==> src/rtl/udiv_timed_pkg.sv <==
package udiv_timed_pkg;
  typedef enum logic {ST_IDLE, ST_RUN} st_e;

  typedef logic [2:0] cost_t;
  localparam cost_t COST_ZERO  = 3'd4;
  localparam cost_t COST_OVF   = 3'd3;
  localparam cost_t COST_ENTRY = 3'd3;
  localparam cost_t COST_MSB   = 3'd2;
  localparam cost_t COST_SUB   = 3'd3;
  localparam cost_t COST_KEEP  = 3'd4;
endpackage

==> src/rtl/udiv_precheck.sv <==
module udiv_precheck #(
  parameter int unsigned DATA_W = 16
) (
  input  logic [2*DATA_W-1:0] dividend_i,
  input  logic [DATA_W-1:0]   divisor_i,
  output logic                zero_o,
  output logic                ovf_o
);
  always_comb begin
    zero_o = (divisor_i == '0);
    // quotient cannot fit when the upper half already reaches the divisor
    ovf_o  = !zero_o && (dividend_i[2*DATA_W-1:DATA_W] >= divisor_i);
  end
endmodule

==> src/rtl/udiv_step.sv <==
module udiv_step
  import udiv_timed_pkg::*;
#(
  parameter int unsigned DATA_W = 16
) (
  input  logic [2*DATA_W-1:0] w_i,
  input  logic [2*DATA_W-1:0] d_al_i,
  output logic [2*DATA_W-1:0] w_o,
  output logic                q_bit_o,
  output cost_t               cost_o
);
  logic [2*DATA_W-1:0] w_sh;

  always_comb begin
    w_sh = {w_i[2*DATA_W-2:0], 1'b0};
    if (w_i[2*DATA_W-1]) begin
      // shifted value exceeds the aligned divisor, wrap-around subtract is exact
      w_o     = w_sh - d_al_i;
      q_bit_o = 1'b1;
      cost_o  = COST_MSB;
    end else if (w_sh >= d_al_i) begin
      w_o     = w_sh - d_al_i;
      q_bit_o = 1'b1;
      cost_o  = COST_SUB;
    end else begin
      w_o     = w_sh;
      q_bit_o = 1'b0;
      cost_o  = COST_KEEP;
    end
  end
endmodule

==> src/rtl/udiv_timed.sv <==
module udiv_timed
  import udiv_timed_pkg::*;
#(
  parameter int unsigned DATA_W = 16,
  parameter int unsigned CNT_W  = $clog2(4 * DATA_W)
) (
  input  logic                clk_i,
  input  logic                rst_ni,
  input  logic                start_i,
  input  logic [2*DATA_W-1:0] dividend_i,
  input  logic [DATA_W-1:0]   divisor_i,
  output logic [DATA_W-1:0]   quotient_o,
  output logic [DATA_W-1:0]   remainder_o,
  output logic                dz_o,
  output logic                ov_o,
  output logic                done_o,
  output logic [CNT_W-1:0]    cycles_o
);
  localparam int unsigned IDX_W = $clog2(DATA_W);
  localparam logic [IDX_W-1:0] LAST_IDX = IDX_W'(DATA_W - 1);

  st_e                 state_q;
  logic [IDX_W-1:0]    idx_q;
  logic [2*DATA_W-1:0] w_q;
  logic [DATA_W-1:0]   d_q;
  logic [DATA_W-2:0]   q_q;
  logic [CNT_W-1:0]    acc_q;

  logic                zero_det, ovf_det;
  logic [2*DATA_W-1:0] w_nxt;
  logic                q_bit;
  cost_t               step_cost;
  logic                busy, last_step;

  assign busy      = (state_q == ST_RUN);
  assign last_step = (idx_q == LAST_IDX);

  udiv_precheck #(.DATA_W(DATA_W)) u_precheck (
    .dividend_i (dividend_i),
    .divisor_i  (divisor_i),
    .zero_o     (zero_det),
    .ovf_o      (ovf_det)
  );

  udiv_step #(.DATA_W(DATA_W)) u_step (
    .w_i     (w_q),
    .d_al_i  ({d_q, {DATA_W{1'b0}}}),
    .w_o     (w_nxt),
    .q_bit_o (q_bit),
    .cost_o  (step_cost)
  );

  always_ff @(posedge clk_i or negedge rst_ni) begin
    if (!rst_ni) begin
      state_q     <= ST_IDLE;
      idx_q       <= '0;
      w_q         <= '0;
      d_q         <= '0;
      q_q         <= '0;
      acc_q       <= '0;
      quotient_o  <= '0;
      remainder_o <= '0;
      dz_o        <= 1'b0;
      ov_o        <= 1'b0;
      done_o      <= 1'b0;
      cycles_o    <= '0;
    end else begin
      done_o <= 1'b0;
      unique case (state_q)
        ST_IDLE: begin
          if (start_i) begin
            if (zero_det) begin
              done_o   <= 1'b1;
              dz_o     <= 1'b1;
              ov_o     <= 1'b0;
              cycles_o <= CNT_W'(COST_ZERO);
            end else if (ovf_det) begin
              done_o   <= 1'b1;
              dz_o     <= 1'b0;
              ov_o     <= 1'b1;
              cycles_o <= CNT_W'(COST_OVF);
            end else begin
              state_q <= ST_RUN;
              idx_q   <= '0;
              w_q     <= dividend_i;
              d_q     <= divisor_i;
              q_q     <= '0;
              acc_q   <= CNT_W'(COST_ENTRY);
            end
          end
        end
        ST_RUN: begin
          w_q   <= w_nxt;
          q_q   <= {q_q[DATA_W-3:0], q_bit};
          idx_q <= idx_q + 1'b1;
          if (!last_step) begin
            acc_q <= acc_q + CNT_W'(step_cost);
          end else begin
            // final step resolves bit 0 without a charge
            state_q     <= ST_IDLE;
            done_o      <= 1'b1;
            dz_o        <= 1'b0;
            ov_o        <= 1'b0;
            quotient_o  <= {q_q, q_bit};
            remainder_o <= w_nxt[2*DATA_W-1:DATA_W];
            cycles_o    <= acc_q;
          end
        end
        default: state_q <= ST_IDLE;
      endcase
    end
  end
endmodule

==> config.mk <==
export PLATFORM = sky130hd
export DESIGN_NAME = udiv_timed
export DESIGN_NICKNAME = d
export VERILOG_FILES = /design/src/rtl/udiv_timed_pkg.sv /design/src/rtl/udiv_precheck.sv /design/src/rtl/udiv_step.sv /design/src/rtl/udiv_timed.sv
export SDC_FILE = /design/constraint.sdc
export NUM_CORES = 1
export LEC_CHECK = 0
export ABC_AREA = 1
export BUFFER_PORTS_ARGS = -buffer_cell sky130_fd_sc_hd__buf_2
export CAP_MARGIN = 20
export CORE_MARGIN = 2
export CORE_UTILIZATION = 35
export CTS_CLUSTER_DIAMETER = 200
export DETAILED_ROUTE_END_ITERATION = 10
export SETUP_SLACK_MARGIN = 0.2
export SYNTH_ARGS = -nofsm -noshare
export SYNTH_HDL_FRONTEND = slang
export SYNTH_HIERARCHICAL = 1
export SYNTH_SLANG_ARGS = --single-unit
==> constraint.sdc <==
create_clock -name clk_i -period 8.45 [get_ports clk_i]
set_clock_uncertainty 0.15 [all_clocks]
set_input_delay 0.4225 -clock clk_i [delete_from_list [all_inputs] [get_ports clk_i]]
set_output_delay 0.4225 -clock clk_i [all_outputs]
set_load 0.01 [all_outputs]
==> impl_metrics.py <==
metrics = {
    "yosys": {
        "synth_xor_xnor_area_share_pct": 1.68,
        "netlist_area_um2": 8330,
        "syn_avg_cell_area_um2": 6.48,
        "synth-simple-area-share_pct": 34.6,
        "ys_seq_area_share_pct": 34.5,
        "muxShareOfSynthArea_pct": 0,
        "synth_area_leaders": "dfrtp_1, nand2_1, inv_1",
        "synth_top_area_cell": "dfrtp_1",
        "synthFlopType": "dfrtp_1",
        "synth_top_family_by_area": "simple AND/OR/NAND/NOR gates",
        "synth_fa_ha_area_share_pct": 8.29,
        "synth_compound_area_share_pct": 8.41,
        "synthDominantCellAreaShare_pct": 34.5,
        "async_reset_ff_share_pct": 100,
        "synth-edff-count": 0,
        "synth-seq-cells": 115,
        "ys.warnings.count": 6,
        "yosysUniqueCellTypes": 42,
        "syn_inst": 1286,
    },
    "placed_design": {
        "placed_area_um2": 9110,
        "gp_congestion": 0.932,
        "hpwl_um": 17700,
        "placedCellCount": 1684,
        "io_buffers": 91,
    },
    "power_and_ir_drop": {
        "ir_worst_vdd_uv": 164,
        "p_sw_w": 0.00238,
        "leakage_nw": 5.66,
        "total_power_w": 0.00462,
        "p_clk_share_pct": 15.7,
        "comb_power_share_pct": 62.3,
        "p_sw_share_pct": 51.4,
        "p_per_area_nw_per_um2": 476,
        "intPower_w": 0.00224,
        "power_frac_seq_pct": 22.0,
    },
    "worst_hold_path": {
        "min_path_cells": 3,
        "min_path_type": "input pin to flop",
        "min_to": "d_q[1]$_DFFE_PN0P_",
        "hp-start": "divisor_i[1]",
    },
    "detailed_routing": {
        "ant_nets": 0,
        "via_per_inst": 4.63,
        "drt_iter0_drc": 593,
        "m1WireLength_um": 11400,
        "drt-pass1-iter-count": 5,
        "remaining_drc_errors": 0,
        "routed-wl-met2_um": 10700,
        "wl_per_cell_um": 13.5,
        "drt-total-wl_um": 23100,
        "via_count": 7955,
        "highest_layer": "met4",
        "met3_length_um": 656,
    },
    "clock_network": {
        "clk_latency_ns": 0.43,
        "numCtsBuffers": 17,
        "cts-root-buf": "clkbuf_16",
        "post_cts_buffers": 0,
        "cts_tree": "done",
        "cts_hold_buffers": 1,
        "clk_path_buf_depth": 2,
        "cts_sinks": 115,
        "clk_pin_slew_ns": 0.06,
        "ctsResizeCount": 0,
        "htree_levels": 4,
    },
    "timing": {
        "hold_viol_final": 0,
        "fin_crit_sh_pct": 42.4,
        "fmax_mhz": 279,
        "setup_viol": 0,
        "slew_headroom_pct": 37.4,
        "finalMaxSlewViolations": 0,
        "fin_crit_ns": 3.58,
        "rsz0062_at_grt": "false",
        "worst_pin_slew_ns": 0.940,
        "tns_ns": 0,
    },
    "global_route": {
        "grt_pass1_wl_um": 38300,
        "antenna_found_initial": 0,
        "grt_max_degree": 79,
        "grt_overflow": 0,
        "grt_pass1_vias": 7625,
        "grt_util_all_layers_pct": 19.3,
    },
    "setup_path": {
        "timing.reg2reg.setup_slack_ns": 4.87,
        "arrival_ns": 3.75,
        "end_kind": "flop",
        "r2r_cells": 17,
        "crit_type": "flop to flop",
        "crit_fanout": 36,
        "startpoint_type": "flop",
        "worst_ep_required_time_ns": 8.62,
        "rr_startpoint": "w_q[22]$_DFFE_PN0P_",
        "reg2reg_to": "acc_q[5]$_DFFE_PN0P_",
    },
    "status": {
        "status": "completed",
    },
    "die": {
        "die_y_um": 158,
        "start_util_pct": 35.6,
        "ios": 92,
        "die_x_um": 158,
        "dieArea_um2": 25100,
        "core_area_um2": 23400,
        "rows": 56,
    },
    "layout": {
        "num_antenna_cells": 0,
        "post-route-util_pct": 41.5,
        "stdcell_count": 1717,
        "area_delta_synth_final_pct": 16.6,
        "design_area_um2": 9720,
        "fin_nets": 1490,
        "drive_above_1_share_pct": 10.8,
    },
    "flow_run": {
        "maxCapViolCount": 0,
    },
}
[stage by stage]
stage                     setup WS [ns]  hold slack [ns]
after floorplan                    5.47          -0.0231
after global placement             4.93            0.303
after detailed placement           4.91            0.307
after CTS                          4.87           0.0562
after global routing               4.52           0.0692
final                              4.87           0.0628
[cells in the mapped netlist, types with 2 or more instances]
master / count
nor4_1: 2
nand3_1: 30
nor2_1: 97
nand2_2: 3
ha_1: 52
inv_2: 5
clkbuf_1: 10
o22ai_1: 7
nand2_1: 531
o21ai_0: 42
nand4_1: 26
nor2_2: 3
nand3_2: 2
buf_6: 3
dfrtp_1: 115
a21oi_2: 2
and2_1: 4
buf_4: 3
inv_1: 219
nor3_1: 7
a31oi_1: 32
buf_2: 16
fa_1: 2
nand3b_1: 4
buf_1: 2
xor2_1: 15
a21oi_1: 37
[worst max path at each step]
stage	depth (start not counted)	slack (ns)	endpoint	startpoint
after floorplan	19	5.47	acc_q[4]$_DFFE_PN0P_	w_q[13]$_DFFE_PN0P_
after global placement	15	4.93	acc_q[4]$_DFFE_PN0P_	w_q[24]$_DFFE_PN0P_
after detailed placement	15	4.91	acc_q[5]$_DFFE_PN0P_	w_q[24]$_DFFE_PN0P_
after CTS	15	4.87	acc_q[5]$_DFFE_PN0P_	w_q[24]$_DFFE_PN0P_
after global routing	17	4.52	acc_q[5]$_DFFE_PN0P_	w_q[22]$_DFFE_PN0P_
final	17	4.87	acc_q[5]$_DFFE_PN0P_	w_q[22]$_DFFE_PN0P_
[state kept, by name, indices dropped and copies added, names as in the netlist, 4 cells and up]
name / count
idx_q: 4
q_q: 15
acc_q: 6
d_q: 16
cycles_o: 6
remainder_o: 16
w_q: 32
quotient_o: 16
[power by group through the flow]
stage                     Sequential [W]  Combinational, W  Clock, W
after detailed placement         0.00103           0.00285         0
after CTS                        0.00102           0.00288  0.000737
after global placement           0.00102           0.00283         0
after global routing             0.00105           0.00331  0.000764
after floorplan                  0.00102           0.00212         0
final                            0.00102           0.00288  0.000725
[cells in the final DEF, fill, tap and decap left out, types with 4 or more instances in the layout]
cell type | netlist | final
dfrtp_1 | 115 | 115
o22ai_1 | 7 | 7
ha_1 | 52 | 52
nand4_1 | 26 | 26
nand2_2 | 3 | 4
clkbuf_16 | 0 | 17
o21ai_0 | 42 | 42
xor2_1 | 15 | 15
inv_6 | 0 | 5
nor3_1 | 7 | 7
and2_1 | 4 | 4
buf_2 | 16 | 90
conb_1 | 1 | 17
a31oi_1 | 32 | 32
buf_4 | 3 | 7
nand2_1 | 531 | 530
nand3b_1 | 4 | 4
nand3_1 | 30 | 30
inv_2 | 5 | 5
nor2_1 | 97 | 97
inv_8 | 0 | 4
inv_1 | 219 | 219
a21oi_1 | 37 | 37
[layer usage]
layer	global-route usage, %	vias to the layer above
li1	-	4144
met1	26.7	3642
met2	31.7	148
met3	2.42	21
met4	5.79	0
met5	0	-
[critical path, stage by stage (launching register included)]
cell     delay (ns)
dfrtp_1        0.39
ha_1           0.39
nand2_1        0.15
inv_1          0.05
nand2_1        0.06
nand2_1        0.07
a21oi_2        0.16
nor2_1         0.09
nor2_4         0.38
nand3_4        0.43
inv_4          0.34
ha_1           0.32
nand2_1        0.11
nand2_1        0.06
nand2_1        0.05
nand2_1        0.07
a21oi_1        0.13
nor2_1         0.06
[area by class of cell]
cell class	count	area (um2)
clock inverters	15	165
multi-input cells	927	4480
fillers	2540	13700
well taps	319	399
inverters	226	851
flip-flops and latches	115	2880
clock buffers	17	425
repair buffers	98	513
[logic make-up after synthesis]
family	Yosys count
AO/OA/AOI/OAI	126
other	1
buffers and inverters	260
adder cells (fa/ha/maj)	54
AND/OR/NAND/NOR	714
flip-flops	115
XOR/XNOR	16
No activity file was read; power rests on OpenSTA's default activity.
